===== src/rtl/cen_pkg.sv =====
package cen_pkg;

  typedef enum logic [1:0] {
    VIEW_SET      = 2'd0,
    VIEW_CLR      = 2'd1,
    VIEW_CLR_WIDE = 2'd2,
    VIEW_RSVD     = 2'd3
  } cen_view_e;

  function automatic logic view_legal(input cen_view_e v);
    return v != VIEW_RSVD;
  endfunction

  function automatic logic view_clears(input cen_view_e v);
    return (v == VIEW_CLR) || (v == VIEW_CLR_WIDE);
  endfunction

endpackage


===== src/rtl/cen_avail_mask.sv =====
module cen_avail_mask #(
  parameter int NCTR = 16,
  parameter int CNTW = 5
) (
  input  logic [CNTW-1:0] num_ctr,
  input  logic [NCTR-1:0] impl_mask,
  output logic [NCTR-1:0] avail
);

  for (genvar g = 0; g < NCTR; g++) begin : g_bit
    localparam logic [CNTW-1:0] IDX = CNTW'(g);
    assign avail[g] = impl_mask[g] && (IDX < num_ctr);
  end

endmodule


===== src/rtl/cen_access_decode.sv =====
module cen_access_decode
  import cen_pkg::*;
#(
  parameter int NCTR     = 16,
  parameter int DW       = 64,
  parameter int WIDE_LSB = 32,
  parameter int GRPW     = 4
) (
  input  logic            acc_rd,
  input  logic            acc_wr,
  input  logic [1:0]      acc_view,
  input  logic [DW-1:0]   acc_wdata,
  input  logic [GRPW-1:0] num_groups,
  output logic            undef,
  output logic            rd_ok,
  output logic [NCTR-1:0] set_bits,
  output logic [NCTR-1:0] clr_bits
);

  cen_view_e       view;
  logic            wr_ok;
  logic [NCTR-1:0] field;

  function automatic logic [NCTR-1:0] pick_field(input cen_view_e v,
                                                  input logic [DW-1:0] d);
    if (v == VIEW_CLR_WIDE) return d[WIDE_LSB +: NCTR];
    return d[NCTR-1:0];
  endfunction

  always_comb begin
    view     = cen_view_e'(acc_view);
    undef    = (acc_rd || acc_wr) && ((num_groups == '0) || !view_legal(view));
    rd_ok    = acc_rd && !undef;
    wr_ok    = acc_wr && !undef;
    field    = pick_field(view, acc_wdata);
    set_bits = (wr_ok && view == VIEW_SET) ? field : '0;
    clr_bits = (wr_ok && view_clears(view)) ? field : '0;
  end

endmodule


===== src/rtl/cen_enable_bank.sv =====
module cen_enable_bank #(
  parameter int NCTR = 16
) (
  input  logic            clk,
  input  logic            rst_n,
  input  logic [NCTR-1:0] set_bits,
  input  logic [NCTR-1:0] clr_bits,
  input  logic [NCTR-1:0] avail,
  output logic [NCTR-1:0] state
);

  for (genvar g = 0; g < NCTR; g++) begin : g_flop
    always_ff @(posedge clk) begin
      if (!rst_n)              state[g] <= 1'b0;
      else if (!avail[g])      state[g] <= 1'b0;
      else if (clr_bits[g])    state[g] <= 1'b0;
      else if (set_bits[g])    state[g] <= 1'b1;
    end
  end

  a_r2_set_lands: assert property (@(posedge clk) disable iff (!rst_n)
    (|set_bits) |=> ((state & $past(set_bits & avail & ~clr_bits)) ==
                     $past(set_bits & avail & ~clr_bits)));

  a_r2_no_spurious_set: assert property (@(posedge clk) disable iff (!rst_n)
    1'b1 |=> ((state & ~$past(state | set_bits)) == '0));

  a_r3_clear_lands: assert property (@(posedge clk) disable iff (!rst_n)
    (|clr_bits) |=> ((state & $past(clr_bits)) == '0));

  a_r12_subset_of_avail: assert property (@(posedge clk) disable iff (!rst_n)
    1'b1 |=> ((state & ~$past(avail)) == '0));

endmodule


===== src/rtl/cen_read_mux.sv =====
module cen_read_mux
  import cen_pkg::*;
#(
  parameter int NCTR     = 16,
  parameter int DW       = 64,
  parameter int WIDE_LSB = 32
) (
  input  logic            rd_ok,
  input  logic [1:0]      acc_view,
  input  logic [NCTR-1:0] state,
  input  logic [NCTR-1:0] avail,
  output logic [DW-1:0]   rdata
);

  function automatic logic [DW-1:0] place(input cen_view_e v,
                                          input logic [NCTR-1:0] s);
    logic [DW-1:0] w;
    w = '0;
    if (v == VIEW_CLR_WIDE) w[WIDE_LSB +: NCTR] = s;
    else                    w[NCTR-1:0] = s;
    return w;
  endfunction

  always_comb begin
    rdata = rd_ok ? place(cen_view_e'(acc_view), state & avail) : '0;
  end

endmodule


===== src/rtl/cen_enable_regs.sv =====
module cen_enable_regs
  import cen_pkg::*;
#(
  parameter int NCTR     = 16,
  parameter int DW       = 64,
  parameter int WIDE_LSB = 32,
  parameter int GRPW     = 4,
  localparam int CNTW    = $clog2(NCTR + 1)
) (
  input  logic            clk,
  input  logic            rst_n,
  input  logic            acc_rd,
  input  logic            acc_wr,
  input  logic [1:0]      acc_view,
  input  logic [DW-1:0]   acc_wdata,
  output logic [DW-1:0]   acc_rdata,
  output logic            acc_undef,
  input  logic [CNTW-1:0] cfg_num_ctr,
  input  logic [NCTR-1:0] cfg_impl_mask,
  input  logic [GRPW-1:0] cfg_num_groups,
  output logic [NCTR-1:0] ctr_enable
);

  logic [NCTR-1:0] avail;
  logic [NCTR-1:0] set_bits;
  logic [NCTR-1:0] clr_bits;
  logic [NCTR-1:0] state;
  logic            rd_ok;

  cen_avail_mask #(.NCTR(NCTR), .CNTW(CNTW)) u_avail (
    .num_ctr   (cfg_num_ctr),
    .impl_mask (cfg_impl_mask),
    .avail     (avail)
  );

  cen_access_decode #(.NCTR(NCTR), .DW(DW), .WIDE_LSB(WIDE_LSB), .GRPW(GRPW)) u_dec (
    .acc_rd     (acc_rd),
    .acc_wr     (acc_wr),
    .acc_view   (acc_view),
    .acc_wdata  (acc_wdata),
    .num_groups (cfg_num_groups),
    .undef      (acc_undef),
    .rd_ok      (rd_ok),
    .set_bits   (set_bits),
    .clr_bits   (clr_bits)
  );

  cen_enable_bank #(.NCTR(NCTR)) u_bank (
    .clk      (clk),
    .rst_n    (rst_n),
    .set_bits (set_bits),
    .clr_bits (clr_bits),
    .avail    (avail),
    .state    (state)
  );

  cen_read_mux #(.NCTR(NCTR), .DW(DW), .WIDE_LSB(WIDE_LSB)) u_rd (
    .rd_ok    (rd_ok),
    .acc_view (acc_view),
    .state    (state),
    .avail    (avail),
    .rdata    (acc_rdata)
  );

  assign ctr_enable = state;

  a_r1_reset_clear: assert property (@(posedge clk)
    !rst_n |=> (ctr_enable == '0));

  a_r4_narrow_upper_zero: assert property (@(posedge clk) disable iff (!rst_n)
    (acc_rd && acc_view != 2'd2) |-> (acc_rdata[DW-1:NCTR] == '0));

  a_r8_undef_reads_zero: assert property (@(posedge clk) disable iff (!rst_n)
    acc_undef |-> (acc_rdata == '0));

  a_r8_undef_no_write: assert property (@(posedge clk) disable iff (!rst_n)
    acc_undef |=> ((ctr_enable & ~$past(ctr_enable)) == '0));

  a_r9_quiet_without_write: assert property (@(posedge clk) disable iff (!rst_n)
    !acc_wr |=> ((ctr_enable & ~$past(ctr_enable)) == '0));

  a_r10_idle_read_zero: assert property (@(posedge clk) disable iff (!rst_n)
    !acc_rd |-> (acc_rdata == '0));

endmodule


===== config.mk =====
export PLATFORM = sky130hd
export DESIGN_NAME = cen_enable_regs
export DESIGN_NICKNAME = d
export VERILOG_FILES = /design/src/rtl/cen_pkg.sv /design/src/rtl/cen_avail_mask.sv /design/src/rtl/cen_access_decode.sv /design/src/rtl/cen_enable_bank.sv /design/src/rtl/cen_read_mux.sv /design/src/rtl/cen_enable_regs.sv
export SDC_FILE = /design/constraint.sdc
export NUM_CORES = 1
export LEC_CHECK = 0
export ABC_CLOCK_PERIOD_IN_PS = 2000
export BUFFER_PORTS_ARGS = -buffer_cell sky130_fd_sc_hd__buf_2
export CAP_MARGIN = 20
export CORE_MARGIN = 10
export CORE_UTILIZATION = 36
export DETAILED_ROUTE_END_ITERATION = 6
export PLACE_DENSITY = 0.86
export SYNTH_ARGS = -nofsm -noshare
export SYNTH_HDL_FRONTEND = slang
export SYNTH_SLANG_ARGS = --single-unit
export TNS_END_PERCENT = 50

===== constraint.sdc =====
create_clock -name clk -period 2 [get_ports clk]
set_clock_uncertainty 0.1 [all_clocks]
set_input_delay 0.1 -clock clk [delete_from_list [all_inputs] [get_ports clk]]
set_output_delay 0.1 -clock clk [all_outputs]
set_load 0.05 [all_outputs]

==> flow_summary.toml <==
[route]
detail_route.wl_per_cell_um = 17.8
vias = 1937
wl_mm = 6.59
drt_iter0_drc = 70
ant_nets = 0
drt_pass1_iterations = 4
via_per_inst = 5.22
drc = 0

[power]
ir_drop_v = 0.000199
powerDensity_nw_per_um2 = 434
leakage_uw = 0.00117
power_uw = 981

[sta]
fin_crit_sh_pct = 95.2
maxSlewViolCount = 0
maxClockFrequency_mhz = 525
hold_ws_ps = 12.0
hold_violations = 0
setup_viol = 0
finalCriticalPeriod_ps = 1900
rsz0062_at_grt = "false"

[place]
port_buffers = 111
place_congestion = 0.789
hpwlAfterDp_mm = 5.48
placed_cell_area_um2 = 2190

[layout]
final_common_cell = "buf_2"
nets = 419
drive_gt1_share_pct = 48.3
reg.largest.list = "u_bank.state: 16 flops"
regMostFlops = "u_bank.state"
antenna_cells = 0
fin_area_um2 = 2260
n_fill_cell = 437
area_growth_pct = 33.2
mostFrequentLayoutCells = "111 x buf_2, 32 x conb_1, 21 x nor2_1"
largest_reg_flops = 16

[yosys]
synth-main-ff-cell = "dfxtp_1"
synthesis.area_um2 = 1700
yosysTopAreaCell = "dfxtp_1"
yosysTopAreaCellShare_pct = 18.9
synthArstFlopShare_pct = 0
synth.area.top_cells = "dfxtp_1 19%, buf_4 15%, mux2_2 11%, a31oi_1 6.3%, a2111oi_2 5.3%"
synth.distinct_cells = 39
yosysWarnings = 0
synth_seq_cells = 16
synth_enable_flop_cells = 0
synth_area_per_cell_um2 = 8.24
syn_inst = 206
yosysSeqAreaShare_pct = 18.9

[worst_setup_path]
reg2reg_depth = 2
end_kind = "primary output"
crit_type = "in -> out"
start_kind = "input port"
crit_required_ps = 1800
arrival_ps = 1700
crit_fanout = 11

[clocking]
cts_root_buffer = "clkbuf_8"
cts_tree = "yes"
cts.sinks = 16
htree_levels = 1
postCtsSetupBuffers = 0
clk_pin_slew_ps = 70
insertion_delay_ps = 250
cts_buffer_depth = 2
cts_buffers = 3

[grt]
grt_max_degree = 14
grt_pass1_wl_mm = 9.97
grt_pass1_vias = 2034
grt_antenna_before_repair = 0
grt_usage_pct = 15.8
grt_overflow = 0

[job]
max-cap-violations = 0

[floorplan]
dieWidth_um = 88.7
rows = 24
die_h_um = 88.7
coreArea_um2 = 4470
start_util_pct = 37.9
boundaryPins = 176
die_area_um2 = 7860

[status]
outcome = "completed"

[min_path]
min_path_cells = 3
hp-class = "in -> reg"
report_power, final:
| part | internal, µW | leakage [µW] | switching, µW |
|---|---|---|---|
| registers | 321 | 0.000129 | 2.00 |
| clock network | 134 | 0.0000216 | 119 |
| logic | 121 | 0.00102 | 284 |
| total | 576 | 0.00117 | 405 |
through the flow:
step	TNS, ps	worst slack (ps)	instances	util (%)
after floorplan	-1150	-111	237	-
after global placement	0	151	365	49.0
after detailed placement	0	110	365	49.0
after CTS	0	109	371	50.6
after global routing	0	15.1	371	50.6
final	0	95.1	371	50.6
final cells by class:
type	instances	area, µm²	area share (%)
timing repair buffer	125	668	29.5
clock buffer	3	41.3	1.83
inverter	3	11.3	0.498
multi-input combinational	172	1160	51.1
tap	52	65.1	2.88
sequential	16	320	14.2
routing by layer:
metal	GRT usage, %	vias up	wire [µm]
met5	0	-	0
met2	29.1	100	3320
met1	17.5	894	2550
met3	4.78	2	697
met4	2.94	0	24
li1	-	941	-
worst paths after layout:
check                                  startpoint  slack [ps]                to
worst max-delay path                  acc_view[0]         100     acc_rdata[12]
worst max register to register   u_bank.state[10]         980  u_bank.state[10]
worst min-delay path            cfg_impl_mask[10]          10  u_bank.state[10]
worst min register to register    u_bank.state[3]         450   u_bank.state[3]
what timing repair did:
| action | in CTS | in global routing |
|---|---|---|
| hold endpoints to repair | 3 | 0 |
| hold buffers | 3 | 0 |
| gates resized for setup | 0 | 0 |
cells by family after synthesis:
group / synth area share, %
other: 0.221
AOI/OAI and AO/OA: 25.0
and+or+nand+nor: 22.6
adders and majority gates: 2.21
muxes: 10.6
DFF: 18.9
buffers and inverters: 20.5
cell usage after synthesis (2+ instances only):
cell / n
buf_4: 33
nor2_1: 21
a31oi_1: 17
dfxtp_1: 16
mux2_2: 16
and3_1: 13
nand3_1: 8
o211ai_1: 7
o21ai_0: 7
a2111oi_2: 6
buf_2: 5
nand2_1: 5
a2111oi_0: 4
a211oi_1: 4
and2_1: 4
clkbuf_1: 4
buf_6: 3
ha_1: 3
inv_1: 3
nor3_1: 3
o21a_1: 3
a2111oi_1: 2
or2_2: 2
or4_1: 2
critical path, cell delays in order:
cell	delay, ps
buf_2	90
inv_1	50
ha_1	230
or4b_1	530
buf_4	210
nor3_2	200
buf_2	290
Power figures use the tool's default switching activity.
